**src/rtl/trv_pkg.sv**
```systemverilog
package trv_pkg;

  typedef enum logic [1:0] {
    ST_IDLE  = 2'd0,
    ST_MISS  = 2'd1,
    ST_FLUSH = 2'd2,
    ST_READ  = 2'd3
  } trv_state_e;

  // element slot address: base + index * stride (caller truncates)
  function automatic logic [31:0] trv_addr(input logic [31:0] base,
                                           input logic [31:0] idx,
                                           input logic [31:0] stride);
    return base + idx * stride;
  endfunction

  // saturating up/down level step
  function automatic logic [15:0] lvl_next(input logic [15:0] lvl,
                                           input logic push,
                                           input logic pop,
                                           input logic [15:0] cap);
    if (push && !pop && lvl < cap) return lvl + 16'd1;
    if (pop && !push && lvl != 16'd0) return lvl - 16'd1;
    return lvl;
  endfunction

endpackage

```
**src/rtl/trv_fifo.sv**
```systemverilog
module trv_fifo #(
  parameter int DW    = 16,
  parameter int DEPTH = 4
) (
  input  logic          clk,
  input  logic          rst_n,
  input  logic          push,
  input  logic [DW-1:0] wdata,
  input  logic          pop,
  output logic [DW-1:0] rdata,
  output logic          empty,
  output logic          full
);
  localparam int PW = (DEPTH > 1) ? $clog2(DEPTH) : 1;
  localparam int CW = $clog2(DEPTH + 1);

  logic [DW-1:0] slots [DEPTH];
  logic [PW-1:0] wp, rp;
  logic [CW-1:0] cnt;

  function automatic logic [PW-1:0] bump(input logic [PW-1:0] p);
    return (p == PW'(DEPTH - 1)) ? '0 : p + PW'(1);
  endfunction

  assign empty = (cnt == '0);
  assign full  = (cnt == CW'(DEPTH));
  assign rdata = slots[rp];

  always_ff @(posedge clk) begin
    if (push) slots[wp] <= wdata;
  end

  always_ff @(posedge clk) begin
    if (!rst_n) begin
      wp  <= '0;
      rp  <= '0;
      cnt <= '0;
    end else begin
      if (push) wp <= bump(wp);
      if (pop)  rp <= bump(rp);
      if (push && !pop)      cnt <= cnt + CW'(1);
      else if (pop && !push) cnt <= cnt - CW'(1);
    end
  end
endmodule

```
**src/rtl/trv_rdpipe.sv**
```systemverilog
module trv_rdpipe #(
  parameter int LAT = 2
) (
  input  logic clk,
  input  logic rst_n,
  input  logic issue,
  output logic vld
);
  logic [LAT-1:0] sh;

  generate
    if (LAT == 1) begin : g_one
      always_ff @(posedge clk) begin
        if (!rst_n) sh <= '0;
        else        sh <= issue;
      end
    end else begin : g_many
      always_ff @(posedge clk) begin
        if (!rst_n) sh <= '0;
        else        sh <= {sh[LAT-2:0], issue};
      end
    end
  endgenerate

  assign vld = sh[LAT-1];
endmodule

```
**src/rtl/trv_fill.sv**
```systemverilog
module trv_fill #(
  parameter int DEPTH = 8,
  parameter int LVW   = 4
) (
  input  logic           clk,
  input  logic           rst_n,
  input  logic           push,
  input  logic           pop,
  output logic [LVW-1:0] level
);
  logic [15:0] nxt;

  assign nxt = trv_pkg::lvl_next(16'(level), push, pop, 16'(DEPTH));

  always_ff @(posedge clk) begin
    if (!rst_n) level <= '0;
    else        level <= LVW'(nxt);
  end
endmodule

```
**src/rtl/trv_stream_ctrl.sv**
```systemverilog
module trv_stream_ctrl #(
  parameter int AW         = 10,
  parameter int DW         = 16,
  parameter int SW         = 4,
  parameter int LW         = 8,
  parameter int FIFO_DEPTH = 4,
  parameter int RD_LAT     = 2,
  parameter int RES_DEPTH  = 8,
  localparam int RLW       = $clog2(RES_DEPTH + 1)
) (
  input  logic           clk,
  input  logic           rst_n,
  input  logic [AW-1:0]  cfg_base,
  input  logic [LW-1:0]  cfg_len,
  input  logic [SW-1:0]  cfg_stride,
  input  logic           cfg_hit,
  input  logic           start,
  output logic           ready,
  input  logic           hw_valid,
  input  logic [DW-1:0]  hw_data,
  output logic           mem_wen,
  output logic           mem_ren,
  output logic [AW-1:0]  mem_addr,
  output logic [DW-1:0]  mem_wdata,
  input  logic [DW-1:0]  mem_rdata,
  input  logic           dp_hold,
  output logic           dp_valid,
  output logic           dp_stall,
  output logic [DW-1:0]  dp_data,
  input  logic           res_push,
  input  logic           res_pop,
  output logic [RLW-1:0] res_level
);
  import trv_pkg::*;

  trv_state_e    st;
  logic [AW-1:0] r_base;
  logic [LW-1:0] r_len;
  logic [SW-1:0] r_stride;
  logic [LW-1:0] acc_cnt;   // elements accepted into the FIFO
  logic [LW-1:0] wr_idx;    // elements written to the cache
  logic [LW-1:0] rd_idx;    // next cache read index
  logic [LW-1:0] dcnt;      // elements delivered
  logic          pv;
  logic [DW-1:0] pdata;
  logic          ready_q;

  // named internal events
  logic          fifo_push, fifo_pop, fifo_empty, fifo_full;
  logic [DW-1:0] fifo_head;
  logic          ovf_evt, rd_issue, rd_vld, last_dlv, start_ok;
  logic [AW-1:0] wr_addr, rd_addr;

  wire in_miss  = (st == ST_MISS);
  wire draining = (st == ST_MISS) || (st == ST_FLUSH);
  wire room     = (acc_cnt < r_len);

  assign fifo_pop  = draining && !fifo_empty && !dp_hold;
  assign fifo_push = hw_valid && in_miss && room && (!fifo_full || fifo_pop);
  assign ovf_evt   = hw_valid && in_miss && room && fifo_full && !fifo_pop;
  assign rd_issue  = (st == ST_READ) && (rd_idx < r_len) && !dp_hold;
  assign start_ok  = (st == ST_IDLE) && start && (cfg_len != '0);

  assign wr_addr = AW'(trv_addr(32'(r_base), 32'(wr_idx), 32'(r_stride)));
  assign rd_addr = AW'(trv_addr(32'(r_base), 32'(rd_idx), 32'(r_stride)));

  trv_fifo #(.DW(DW), .DEPTH(FIFO_DEPTH)) u_fifo (
    .clk(clk), .rst_n(rst_n),
    .push(fifo_push), .wdata(hw_data),
    .pop(fifo_pop), .rdata(fifo_head),
    .empty(fifo_empty), .full(fifo_full)
  );

  trv_rdpipe #(.LAT(RD_LAT)) u_rdpipe (
    .clk(clk), .rst_n(rst_n), .issue(rd_issue), .vld(rd_vld)
  );

  trv_fill #(.DEPTH(RES_DEPTH), .LVW(RLW)) u_fill (
    .clk(clk), .rst_n(rst_n), .push(res_push), .pop(res_pop), .level(res_level)
  );

  assign mem_wen   = fifo_pop;
  assign mem_wdata = fifo_head;
  assign mem_ren   = rd_issue;
  assign mem_addr  = fifo_pop ? wr_addr : rd_addr;

  assign dp_valid = pv | rd_vld;
  assign dp_data  = pv ? pdata : mem_rdata;
  assign ready    = ready_q;
  assign dp_stall = !ready_q && !dp_valid;
  assign last_dlv = dp_valid && (dcnt == r_len - LW'(1));

  always_ff @(posedge clk) begin
    if (!rst_n) begin
      st       <= ST_IDLE;
      r_base   <= '0;
      r_len    <= '0;
      r_stride <= '0;
      acc_cnt  <= '0;
      wr_idx   <= '0;
      rd_idx   <= '0;
      dcnt     <= '0;
      pv       <= 1'b0;
      pdata    <= '0;
      ready_q  <= 1'b1;
    end else begin
      pv    <= fifo_pop;
      pdata <= fifo_head;
      if (fifo_push) acc_cnt <= acc_cnt + LW'(1);
      if (fifo_pop)  wr_idx  <= wr_idx + LW'(1);
      if (rd_issue)  rd_idx  <= rd_idx + LW'(1);
      if (dp_valid)  dcnt    <= dcnt + LW'(1);

      unique case (st)
        ST_IDLE: begin
          if (start_ok) begin
            r_base   <= cfg_base;
            r_len    <= cfg_len;
            r_stride <= cfg_stride;
            acc_cnt  <= '0;
            wr_idx   <= '0;
            rd_idx   <= '0;
            dcnt     <= '0;
            ready_q  <= 1'b0;
            st       <= cfg_hit ? ST_READ : ST_MISS;
          end
        end
        ST_MISS: begin
          if (ovf_evt) begin
            st     <= ST_FLUSH;
            rd_idx <= acc_cnt;
          end
        end
        ST_FLUSH: begin
          if (fifo_empty) st <= ST_READ;
        end
        ST_READ: ;
        default: st <= ST_IDLE;
      endcase

      if (st != ST_IDLE && last_dlv) begin
        ready_q <= 1'b1;
        st      <= ST_IDLE;
      end
    end
  end
endmodule

```
**config.mk**
```make
export PLATFORM = sky130hd
export DESIGN_NAME = trv_stream_ctrl
export DESIGN_NICKNAME = d
export VERILOG_FILES = /design/src/rtl/trv_pkg.sv /design/src/rtl/trv_fifo.sv /design/src/rtl/trv_rdpipe.sv /design/src/rtl/trv_fill.sv /design/src/rtl/trv_stream_ctrl.sv
export SDC_FILE = /design/constraint.sdc
export NUM_CORES = 1
export LEC_CHECK = 0
export ABC_AREA = 1
export BUFFER_PORTS_ARGS = -buffer_cell sky130_fd_sc_hd__buf_2
export CAP_MARGIN = 20
export CORE_ASPECT_RATIO = 1.75
export CORE_MARGIN = 1
export CORE_UTILIZATION = 51
export CTS_CLUSTER_SIZE = 30
export DETAILED_ROUTE_END_ITERATION = 10
export PLACE_DENSITY_LB_ADDON = 0.1
export SYNTH_ARGS = -nofsm -noshare
export SYNTH_HDL_FRONTEND = slang
export SYNTH_SLANG_ARGS = --single-unit
```
**constraint.sdc**
```tcl
create_clock -name clk -period 5.27 [get_ports clk]
set_clock_uncertainty 0.05 [all_clocks]
set_input_delay 0.527 -clock clk [delete_from_list [all_inputs] [get_ports clk]]
set_output_delay 0.527 -clock clk [all_outputs]
set_load 0.01 [all_outputs]
```
Yosys cells after proc, flatten, opt, wreduce, memory -nomap -nowiden
Memory sizes are Yosys's and may differ from the RTL's. A register that Yosys moved wholly into a read port is not among the register bits.
Cells that the tools add are included.
Widths: inputs -> output; s select.
Word-level totals
  register bits: 87
  bits in writable memories: 64
  input bits: 62
  logic and storage cells: 124
  memories: 1
Cells by class
  $add $sub $neg: 13
  $mul: 2
  order comparisons: 3
  equality and inequality tests: 10
  multiplexer cells: 35
  bitwise gates (word level): 2
  reductions and logical operators: 42
Memories
  u_fifo.slots: words 4, bits a word 16, rd ports 1, clocked after memory_dff 1, write ports 1, line trv_fifo.sv:17  | logic [DW-1:0] slots [DEPTH];
Operators with widths (count)
  $mux 8: 12
  $add 8x1->8 const B: 4
  $add 10x10->10: 2
  $logic_and 1x1->1: 20
  $mul 8x4->10: 2
  $lt 8x8->1: 2
  $mux 16: 1
  $mux 2: 8
  $mux 4: 4
  $pmux 8 s2: 1
  $mux 10: 1
  $logic_not 1->1: 9
  $eq 2x2->1 const B: 4
  $eq 8x8->1: 1
  $reduce_bool 8->1: 1
  $sub 8x1->8 const B: 1
  $mux 3: 2
  $ne 2x2->1 const B: 3
  $pmux 2 s3: 1
  $reduce_bool 2->1: 3
  $mux 1: 5
  $add 2x1->2 const B: 2
  $add 4x1->4 const B: 1
  $lt 4x4->1 const B: 1
  other kinds (15): 16

Longest topological paths before layout
  word-level depth: 10
  mapped depth: 20
  gate-level depth less buffers: 18

Hierarchy
From an unflattened synthesis, not the netlist that was laid out.
Second synthesis, totals
  cell total of the unflattened synthesis: 1142
  area total of the unflattened synthesis: 9389.0 µm²
By module, submodules not included
  trv_stream_ctrl: instances 1, cells each 873, area an instance 6195.9 µm², seq. area each 1481.4 µm²
  trv_fifo: instances 1, cells each 213, area an instance 2817.7 µm², seq. area each 2102.0 µm²
  trv_fill: instances 1, cells each 50, area an instance 320.3 µm², seq. area each 80.1 µm²
  trv_rdpipe: instances 1, cells each 6, area an instance 55.1 µm², seq. area each 40.0 µm²

Worst setup path before layout
OpenSTA, ideal clock, no wires.
  kind: flip-flop to output port
  start point: reg r_stride[1]
  end point: out mem_addr[7]
  arrival time: 3.620 ns
  required time: 4.693 ns
  path slack: 1.073 ns
  stages on the path, launching flop included: 18
  path buffers: 2
  cell sequence: dfxtp_1 > clkbuf_1 > clkbuf_1 > nand2_1 > fa_1 > fa_1 > fa_1 > inv_1 > ha_1 > inv_1 > nor2_1 > o21ai_0 > nand2_1 > nand2_1 > nand2_1 > a21oi_1 > nor2_1 > o21ai_0
Between the ends
  longest elaborated chain between the ends: 3
RTL lines
  start: declaration: line trv_stream_ctrl.sv:39  | logic [SW-1:0] r_stride;
  start signal: assignment: line trv_stream_ctrl.sv:119  | r_stride <= cfg_stride;
  $mul 8x4->10: line trv_pkg.sv:14  | return base + idx * stride;
  $add 10x10->10: line trv_pkg.sv:14
  $mux 10 *: line trv_stream_ctrl.sv:85  | assign mem_addr = fifo_pop ? wr_addr : rd_addr;
  end: declaration: line trv_stream_ctrl.sv:23  | output logic [AW-1:0] mem_addr,
Mark *: on every way between the ends. The rest lies on a longest branch, timed or not.

Final worst setup path
  start point: reg r_stride[2]
  end point: out mem_addr[6]
Same word-level chain as after synthesis.

==> results.md <==
- Utilization after layout: 59.6%
- Routed Antenna Nets: 0
- Syn_area_per_cell: 8.41 µm²
- Area grow syn2layout: 13.7%
- RSZ-0062 raised after global routing: false
- Resized Gates After CTS: 0
- CP Data Arrival Time: 4.40 ns
- Max Slew Vio Count: 0
- Antenna diode count: 0
- Setup ws final: 0.295 ns
- First-pass GRT wire length: 35700 µm
- Root buffer cell: clkbuf_16
- Clk slew on worst S/H paths: 0.07 ns
- Crit start category: flop
- Final Hold Violating Endpoints: 0
- Crit Path Category: flop to output port
- Number of global-route vias before repair: 7489
- Clk_lat worst skew: 0.43 ns
- Syn Inst Count: 1131
- Crit share post-route: 94.4%
- Synth Register Bits: 153
- Total setup buffers inserted after CTS: 0
- Initial antenna violation count: 0
- Clock buffer depth: 2
- Hold WS: 0.258 ns
- Crit path time final: 4.97 ns
- Maximum clock frequency: 0.201 GHz
- CTS Buf Count: 17
- Syn_nets: 1292
- Die area: 0.0192 mm²
- Vias per cell: 5.09
- Asr flop ratio synth: 0%
- Die width: 105 µm
- Yosys cell types: 57
- Pwr/cell area: 366 mW/mm²
- Dpl hpwl: 16000 µm
- Mapped cell area: 0.00951 mm²
- # rows: 65
- Io pins: 113
- Setup WS pre-CTS: 0.744 ns
- Reg-to-reg slack, setup: 2.39 ns
- Post-DR wirelength/cell: 14.6 µm
- CTS tree: yes
- Ratio of cells with drive above 1 in the final layout: 17.0%
- Critical path fanouts, max: 17
- Core area: 0.0181 mm²
- Status: complete, no violations
- LEAKAGE: 5.14 nW
- Final setup violation count: 0
- Ys Warns: 0
- Largest net degree at the start of global routing: 42
- PortBufs: 112
- Initial Util: 52.4%
- Slew HR: 32.3%
- Overall power: 3.95 mW
- GRT Total Usage: 24.0%
- CTS Hold Bufs: 0
- Die height: 183 µm
- Synth Flop Type: dfxtp_1
- EDFF count, synth: 64
- Number of remaining DRC errors: 0
- Drt total wl: 21600 µm
- Total number of vias: 7527
- GR Overflow Total: 0
- CTS H-Tree Depth: 4
- Hold Crit Class: input pin to flop
- Worst Tran Pin Value: 1.01 ns
- Routability cong.: 0.907
- Nets: 1392
- DR pass1 iterations: 4
- Critical Path RT: 4.69 ns
- 1st-iter DRT viols: 238
- Max Cap Viol: 0
- Setup TNS: 0 ns
- VDD IR max: 0.309 mV
- Clock sinks: 153
- Setup crit end kind: output port
- Sequential-to-total area share from yosys stat: 39.0%
-- placed cells by master, fill, tap and decap left out, types with 8 or more instances in the layout --
cell type / count
buf_4: 8
inv_1: 183
a21oi_1: 71
nand2_1: 191
fa_1: 39
mux2_2: 16
nand3_1: 37
dfxtp_1: 89
buf_2: 112
nand2_2: 8
xnor2_1: 16
o21ai_0: 71
nor3_1: 15
xor2_1: 23
ha_1: 60
clkbuf_16: 17
edfxtp_1: 64
nor2_1: 136
-- cell families after synthesis --
family	Yosys count	synth area share, %
AND/OR/NAND/NOR	423	19.7
buffers and inverters	231	9.62
AO/OA/AOI/OAI	167	9.54
flip-flops	153	39.0
adder cells (fa/ha/maj)	99	16.1
XOR/XNOR	41	4.07
multiplexers	17	2.00
-- worst max-delay path, cell delays in order, from the launching register on --
cell     delay [ns]
dfxtp_1        0.67
nand2_1        0.17
fa_1           0.52
fa_1           0.52
fa_1           0.52
inv_1          0.04
ha_1           0.35
a21oi_1        0.15
nand2_1        0.12
nand2_1        0.12
nand2_1        0.07
a21oi_1        0.16
xor2_1         0.28
o22ai_1        0.11
buf_2          0.16
-- metal layers --
layer  routed length, µm  vias to the layer above  GRT usage, %
met5                   0                        -             0
met4                 624                        0          10.9
met3                 689                       35          3.96
met2               12000                      144          47.5
met1                8270                     3550          23.8
li1                    -                     3798             -
-- cell usage after synthesis, drive strengths merged (16+ instances only) --
master | count | area [µm²]
nand2 | 201 | 790
inv | 190 | 716
nor2 | 143 | 569
dfxtp | 89 | 1780
a21oi | 77 | 408
o21ai | 74 | 374
edfxtp | 64 | 1920
ha | 60 | 751
nand3 | 40 | 223
fa | 39 | 781
xor2 | 23 | 201
clkbuf | 22 | 83.8
nor3 | 19 | 115
buf | 17 | 106
mux2 | 16 | 180
xnor2 | 16 | 140
-- final cells by class --
cell class	count	area (µm²)
clock buffer	18	429
inverter	192	724
fill	1661	7330
timing repair buffer	120	621
multi-input combinational	747	4890
clock inverter	14	146
tap	234	293
sequential	153	3700
-- path summary, 6_finish.rpt --
| check | startpoint | end | cells past startpoint |
|---|---|---|---|
| worst max-delay path | r_stride[2] | mem_addr[6] | 14 |
| worst min-delay path | hw_data[12] | u_fifo.slots[2][12] | 1 |
| worst max register to register | r_len[5] | u_fifo.cnt[2] | 16 |
| worst min register to register | u_rdpipe.sh[0] | u_rdpipe.sh[1] | 2 |
-- registers in the layout (all words and copies together) (netlist names), 8 cells and up, named ones only --
signal / count
r_base: 10
dcnt: 8
u_fifo.slots: 64
acc_cnt: 8
rd_idx: 8
pdata: 16
wr_idx: 8
r_len: 8
-- where the power goes --
part           switching, mW  internal (mW)
Clock                  0.501          0.697
Sequential             0.146           1.38
Combinational          0.774          0.455
Total                   1.42           2.53
-- per-stage QoR --
| step | std cells | instance area, µm² |
|---|---|---|
| after CTS | 1478 | 10800 |
| after detailed placement | 1446 | 10200 |
| after floorplan | 1131 | 9510 |
| after global placement | 1446 | 10200 |
| final | 1478 | 10800 |
| after global routing | 1478 | 10800 |
No activity file was read; power rests on OpenSTA's default activity.
